File: src/rtl/bsz_pkg.sv
package bsz_pkg;
  localparam int BYTE_W = 8;
  localparam int OP_W   = 32;
  localparam int LANE_W = 16;

  typedef enum logic [1:0] {
    SZ_LONG   = 2'b00,
    SZ_BYTE   = 2'b01,
    SZ_WORD   = 2'b10,
    SZ_TRIPLE = 2'b11
  } siz_e;

  typedef enum logic {
    ST_IDLE = 1'b0,
    ST_RUN  = 1'b1
  } st_e;
endpackage

File: src/rtl/bsz_wr_steer.sv
module bsz_wr_steer
  import bsz_pkg::*;
(
  input  logic [BYTE_W-1:0] op_cur,
  input  logic [BYTE_W-1:0] op_nxt,
  input  logic              addr0,
  input  logic              last,
  output logic [LANE_W-1:0] dout
);
  // a lone byte or an odd-address cycle carries one byte, copied on both lanes
  always_comb begin
    dout[LANE_W-1 -: BYTE_W] = op_cur;
    dout[BYTE_W-1:0]         = (addr0 || last) ? op_cur : op_nxt;
  end
endmodule

File: src/rtl/bsz_rd_gather.sv
module bsz_rd_gather
  import bsz_pkg::*;
(
  input  logic [LANE_W-1:0]      din,
  input  logic                   port8,
  input  logic                   addr0,
  input  logic                   last,
  input  logic [OP_W-BYTE_W-1:0] acc,
  output logic                   take2,
  output logic [OP_W-1:0]        acc_nxt
);
  logic [BYTE_W-1:0] one_byte;

  always_comb begin
    take2    = !port8 && !addr0 && !last;
    one_byte = (port8 || !addr0) ? din[LANE_W-1 -: BYTE_W] : din[BYTE_W-1:0];
    if (take2) acc_nxt = {acc[OP_W-LANE_W-1:0], din};
    else       acc_nxt = {acc, one_byte};
  end
endmodule

File: src/rtl/bsz_seq.sv
module bsz_seq
  import bsz_pkg::*;
#(
  parameter int ADDR_W = 24
) (
  input  logic              clk,
  input  logic              rst,
  input  logic              core_req,
  input  logic              core_wr,
  input  logic [1:0]        core_size,
  input  logic [ADDR_W-1:0] core_addr,
  input  logic [OP_W-1:0]   core_wdata,
  output logic              core_busy,
  output logic              core_done,
  output logic              core_err,
  output logic [OP_W-1:0]   core_rdata,
  output logic              bus_cyc,
  output logic              bus_wr,
  output logic [1:0]        bus_siz,
  output logic [ADDR_W-1:0] bus_addr,
  output logic [LANE_W-1:0] bus_dout,
  input  logic [LANE_W-1:0] bus_din,
  input  logic [1:0]        bus_ack_n
);
  localparam int NBYTES = OP_W / BYTE_W;
  localparam int REM_W  = $clog2(NBYTES + 1);

  st_e                   state;
  logic [REM_W-1:0]      rem;
  logic [OP_W-1:0]       wbuf;
  logic [OP_W-BYTE_W-1:0] rbuf;
  logic [OP_W-1:0]       rbuf_nxt;
  logic                  take2;
  logic                  ack_vld;
  logic                  last;
  logic [REM_W-1:0]      step;
  logic [REM_W-1:0]      rem_nxt;
  logic                  bad_req;

  assign ack_vld   = bus_cyc && (bus_ack_n != 2'b11);
  assign last      = (rem == REM_W'(1));
  assign step      = take2 ? REM_W'(2) : REM_W'(1);
  assign rem_nxt   = rem - step;
  assign bus_siz   = rem[1:0];
  assign core_busy = (state == ST_RUN);
  assign bad_req   = (core_size == SZ_TRIPLE) ||
                     ((core_size != SZ_BYTE) && core_addr[0]);

  bsz_wr_steer u_steer (
    .op_cur (wbuf[OP_W-1 -: BYTE_W]),
    .op_nxt (wbuf[OP_W-BYTE_W-1 -: BYTE_W]),
    .addr0  (bus_addr[0]),
    .last   (last),
    .dout   (bus_dout)
  );

  bsz_rd_gather u_gather (
    .din     (bus_din),
    .port8   (bus_ack_n[1]),
    .addr0   (bus_addr[0]),
    .last    (last),
    .acc     (rbuf),
    .take2   (take2),
    .acc_nxt (rbuf_nxt)
  );

  always_ff @(posedge clk) begin
    if (rst) begin
      state      <= ST_IDLE;
      rem        <= '0;
      wbuf       <= '0;
      rbuf       <= '0;
      bus_cyc    <= 1'b0;
      bus_wr     <= 1'b0;
      bus_addr   <= '0;
      core_done  <= 1'b0;
      core_err   <= 1'b0;
      core_rdata <= '0;
    end else begin
      core_done <= 1'b0;
      core_err  <= 1'b0;
      case (state)
        ST_IDLE: begin
          if (core_req) begin
            if (bad_req) begin
              core_err <= 1'b1;
            end else begin
              state    <= ST_RUN;
              bus_cyc  <= 1'b1;
              bus_wr   <= core_wr;
              bus_addr <= core_addr;
              rbuf     <= '0;
              case (core_size)
                SZ_BYTE: begin
                  rem  <= REM_W'(1);
                  wbuf <= {core_wdata[BYTE_W-1:0], {(OP_W-BYTE_W){1'b0}}};
                end
                SZ_WORD: begin
                  rem  <= REM_W'(2);
                  wbuf <= {core_wdata[LANE_W-1:0], {(OP_W-LANE_W){1'b0}}};
                end
                default: begin
                  rem  <= REM_W'(NBYTES);
                  wbuf <= core_wdata;
                end
              endcase
            end
          end
        end
        default: begin
          if (!bus_cyc) begin
            bus_cyc <= 1'b1;
          end else if (ack_vld) begin
            bus_cyc  <= 1'b0;
            rbuf     <= rbuf_nxt[OP_W-BYTE_W-1:0];
            wbuf     <= take2 ? (wbuf << LANE_W) : (wbuf << BYTE_W);
            bus_addr <= bus_addr + ADDR_W'(step);
            rem      <= rem_nxt;
            if (rem_nxt == '0) begin
              state     <= ST_IDLE;
              core_done <= 1'b1;
              if (!bus_wr) core_rdata <= rbuf_nxt;
            end
          end
        end
      endcase
    end
  end

  AST_HOLD_WHILE_WAIT: assert property (@(posedge clk) disable iff (rst)
    (bus_cyc && !ack_vld) |=> (bus_cyc && $stable(bus_siz) && $stable(bus_addr) && $stable(bus_dout) && $stable(bus_wr)));
  AST_GAP_AFTER_ACK: assert property (@(posedge clk) disable iff (rst)
    ack_vld |=> !bus_cyc);
  AST_LONG_EVEN_ONLY: assert property (@(posedge clk) disable iff (rst)
    (bus_cyc && bus_siz == SZ_LONG) |-> !bus_addr[0]);
  AST_ODD_LANE_COPY: assert property (@(posedge clk) disable iff (rst)
    (bus_cyc && bus_addr[0]) |-> (bus_dout[LANE_W-1 -: BYTE_W] == bus_dout[BYTE_W-1:0]));
  AST_ERR_QUIET: assert property (@(posedge clk) disable iff (rst)
    core_err |-> (!bus_cyc && !core_done));
  AST_DONE_PULSE: assert property (@(posedge clk) disable iff (rst)
    core_done |=> !core_done);
endmodule

File: config.mk
export PLATFORM = sky130hd
export DESIGN_NAME = bsz_seq
export DESIGN_NICKNAME = d
export VERILOG_FILES = /design/src/rtl/bsz_pkg.sv /design/src/rtl/bsz_wr_steer.sv /design/src/rtl/bsz_rd_gather.sv /design/src/rtl/bsz_seq.sv
export SDC_FILE = /design/constraint.sdc
export NUM_CORES = 1
export LEC_CHECK = 0
export BUFFER_PORTS_ARGS = -buffer_cell sky130_fd_sc_hd__buf_2
export CORE_MARGIN = 2
export CORE_UTILIZATION = 58
export DETAILED_ROUTE_END_ITERATION = 16
export PLACE_DENSITY = 0.86
export SLEW_MARGIN = 20
export SYNTH_ARGS = -nofsm -noshare
export SYNTH_HDL_FRONTEND = slang
export SYNTH_SLANG_ARGS = --single-unit
File: constraint.sdc
create_clock -name clk -period 7.28 [get_ports clk]
set_input_delay 1.456 -clock clk [delete_from_list [all_inputs] [get_ports clk]]
set_output_delay 1.456 -clock clk [all_outputs]
set_load 0.005 [all_outputs]
==> results by group <==
Place
  – Gpl congestion: between 0.9 and 1
  – Final HPWL from detailed placement: 12,700 um
  – Pre-CTS setup slack: 2.42 ns
  – Input/output buffers: 158
  – Placed insts: between 900 and 1k
  – Cell Area, Placed: between 6000 and 7000 sq um

Floorplan
  – Die H: roughly 110 um
  – Die area: around 11,000 sq um
  – Cell row count: 37
  – Core ar.: a little over 10,000 sq um
  – Initial Utilization: 59.8%
  – Die width: about 110 um
  – IO Count: about 160

Synth
  – Post-Synth Adder-Cell Area: 1.74%
  – Netlist cell types: ~70
  – Compound-gate portion of the synthesized area: between 30 and 40%
  – Synth top cells by count: dfxtp_1, a21oi_1, nand2_1
  – Synth top area cells: dfxtp_1, a211oi_1, mux2i_1, a21oi_1, o2bb2ai_1
  – Number of synthesized register bits: 120
  – Yosys top cell by area: dfxtp_1
  – Netlist Area Pre-Place: between 6000 and 7000 sq um
  – Cells after Synth: 700
  – XOR/XNOR Fraction of Synth Area: less than 1%
  – Top_reg_cell synth: dfxtp_1
  – Synth Area in Simple Gates: between 15 and 20%
  – Mean Syn Cell Area: 8.82 sq um
  – Ys async rst share: 0%
  – Sequential-to-total area share from yosys stat: a little under 40%
  – Warnings, synthesis: 0
  – Most frequent cell after synthesis: dfxtp_1
  – Largest family of logic cells by synthesized area: compound AO/OA/AOI/OAI gates
  – Mapped Nets: 788
  – Post-synth top area share: between 30% and 40%
  – EDFF count, synth: 0
  – Mux contribution to synthesized area: approximately 6%

Power and ir drop
  – Lkg Pwr: 2.95 nW
  – Maximum vdd drop: between 100 and 150 uV
  – Pwr Density: between 200 and 250 nW/um^2

Routing
  – Via count: about 6.5k
  – Post-Route WL: roughly 19,000 um
  – Met2 Routed Length: a little under 9000 um
  – Final ANT Viol Nets: 0
  – Wl on met1: approximately 7700 um
  – Starting DRC count in detailed routing: approximately 580
  – DRT Pass-1 Iters: 6
  – WL/cell: between 15 and 20 um
  – DRC: 0
  – Vias per inst: just under 7
  – DR top layer: met4
  – Met3 wire length: around 1800 um

Setup path
  – WP data arrival: roughly 5 ns
  – CP Launch Type: input port
  – CP Cell Sequence: buf_2 > nor2_1 > buf_4 > nand2_2 > inv_2 > fa_1 > xnor2_1 > nor4b_4 > buf_4 > and2_0 > buf_4 > a311oi_1
  – CP max stage cell: fa_1
  – Most Frequent Cell on Critical Path: buf_4
  – Crit Path Class: input port to flip-flop
  – Delay of the slowest critical-path stage: about 0.57 ns
  – CP delay by family, top: buffers and inverters
  – Worst setup EP type: flip-flop
  – Critical path peak fanout: 34
  – WP buf/inv: 5
  – WP data required: between 7 and 8 ns

Clocking
  – Buffers inserted by post-CTS timing repair: 0
  – Reg clk slew, reported paths: 0.07 ns
  – PostCTS Resize Cnt: 0
  – Root buffer cell: clkbuf_8
  – H-tree depth: 4
  – Num Clock Sinks: 120
  – CTS Buffer Depth: 2
  – Total CTS buffers: 17
  – Hold buffers post-CTS: 0
  – TritonCTS clock tree: built
  – Clk_lat worst skew: between 0.5 and 0.6 ns

Flow run
  – Max_cap viols: 0

STA
  – Measured slew at the worst slew-check pin: ~1.2 ns
  – Setup TNS: 0 ns
  – Fmax: approximately 220 MHz
  – Setup ws final: 2.78 ns
  – Final setup viols: 0
  – WHS: roughly 0.47 ns
  – Clock Skew: 0.0129 ns
  – Final Cycle Share: about three fifths
  – Fin. Hold Viols: 0
  – Tmin final: between 4 and 5 ns
  – RSZ-0062 raised after global routing: false
  – Slew Limit Fails: 0
  – Rel. slew slack: 21.6%

Final layout
  – Non-filler cells, final: 964
  – Nets: roughly 900
  – Area grow syn2layout: 20.2%
  – Final instance area: roughly 7400 sq um
  – Ratio of cells with drive above 1 in the final layout: a little over a quarter
  – Fill cell count: between 700 and 800
  – FF/Latch Area: about 2400 sq um
  – N_diodes: 0
  – Multi-input logic area: around 3400 sq um

Global routing
  – Largest net degree at the start of global routing: between 80 and 90
  – Total GRT Usage: roughly 33%
  – Gr ovfl total: 0
  – First-pass GRT wire length: roughly 30,000 um
  – Initial antenna violation count: 0
  – Number of global-route vias before repair: roughly 6.1k

Min path
  – Worst Hold Class: flip-flop to flip-flop

Outcome
  – Status: finished clean
-- placed cells by master, fill, tap and decap left out, types with 8 or more instances in the layout --
cell	n
buf_4	9
nor2_1	36
nand2_1	46
and3_1	12
nand4_1	10
a311oi_1	8
nor4_1	10
o211ai_1	14
mux2i_1	27
o311ai_0	8
clkbuf_16	16
a32o_1	8
dfxtp_1	120
o2bb2ai_1	25
a22oi_1	20
a21oi_1	48
o41ai_1	11
mux2_2	9
nor3_1	14
buf_2	158
a211oi_1	43
o21ai_0	15
nand3_1	33
inv_1	14
a221oi_1	15
a31oi_1	9
-- worst register-to-register path: stages, from the launching register on --
cell	delay [ns]
dfxtp_1	0.36
or3b_2	0.67
nand2_2	0.61
inv_2	0.40
fa_1	0.57
xnor2_1	0.20
nor4b_4	0.22
buf_4	0.39
and2_0	0.18
buf_4	0.33
a311oi_1	0.19
-- stage by stage --
stage               power, W  util, %
finish               0.00179     71.9
global route         0.00185     71.9
CTS                  0.00179     71.9
detailed placement  0.000997     66.5
global placement    0.000988     66.5
floorplan           0.000905        -
-- flip-flops by register name, summed over array words and instances, names as in the netlist --
name        count
bus_addr       24
bus_cyc         1
bus_wr          1
core_busy       1
core_done       1
core_err        1
core_rdata     32
rbuf           24
rem             3
wbuf           32
-- path summary, 6_finish.rpt --
kind,from,endpoint,slack [ns],depth (start not counted)
worst max-delay path,bus_ack_n[1],core_rdata[27]$_SDFFE_PP0P_,2.78,12
worst min-delay path,rbuf[18]$_SDFFE_PP0P_,rbuf[18]$_SDFFE_PP0P_,0.47,1
worst max register to register,rem[2]$_SDFFE_PP0P_,core_rdata[27]$_SDFFE_PP0P_,3.01,10
worst min register to register,rbuf[18]$_SDFFE_PP0P_,rbuf[18]$_SDFFE_PP0P_,0.47,1
-- cell families after synthesis --
logic type                 Yosys count
AOI/OAI and AO/OA                  253
and+or+nand+nor                    194
DFF                                120
buffers and inverters               87
muxes                               36
adders and majority gates            8
xor gates and xnor gates             2
-- power by group --
group	total, W	switching [W]	internal, W	leakage (nW)
Combinational	0.000273	0.000167	0.000106	1.71
Sequential	0.000720	0.0000342	0.000686	0.974
Clock	0.000802	0.000364	0.000439	0.269
-- per-layer routing --
layer	up-vias	global-route usage, %
met1	3031	42.9
met4	0	12.2
met5	-	0
met3	55	6.57
met2	440	53.6
li1	2953	-
-- final cells by class --
cell class / instances / area share, %
Sequential cell: 120 / 32.4
Clock buffer: 17 / 5.58
Tap cell: 136 / 2.29
Timing Repair Buffer: 167 / 11.6
Inverter: 16 / 0.809
Clock inverter: 15 / 1.99
Multi-Input combinational cell: 493 / 45.4
Power figures use the tool's default switching activity.
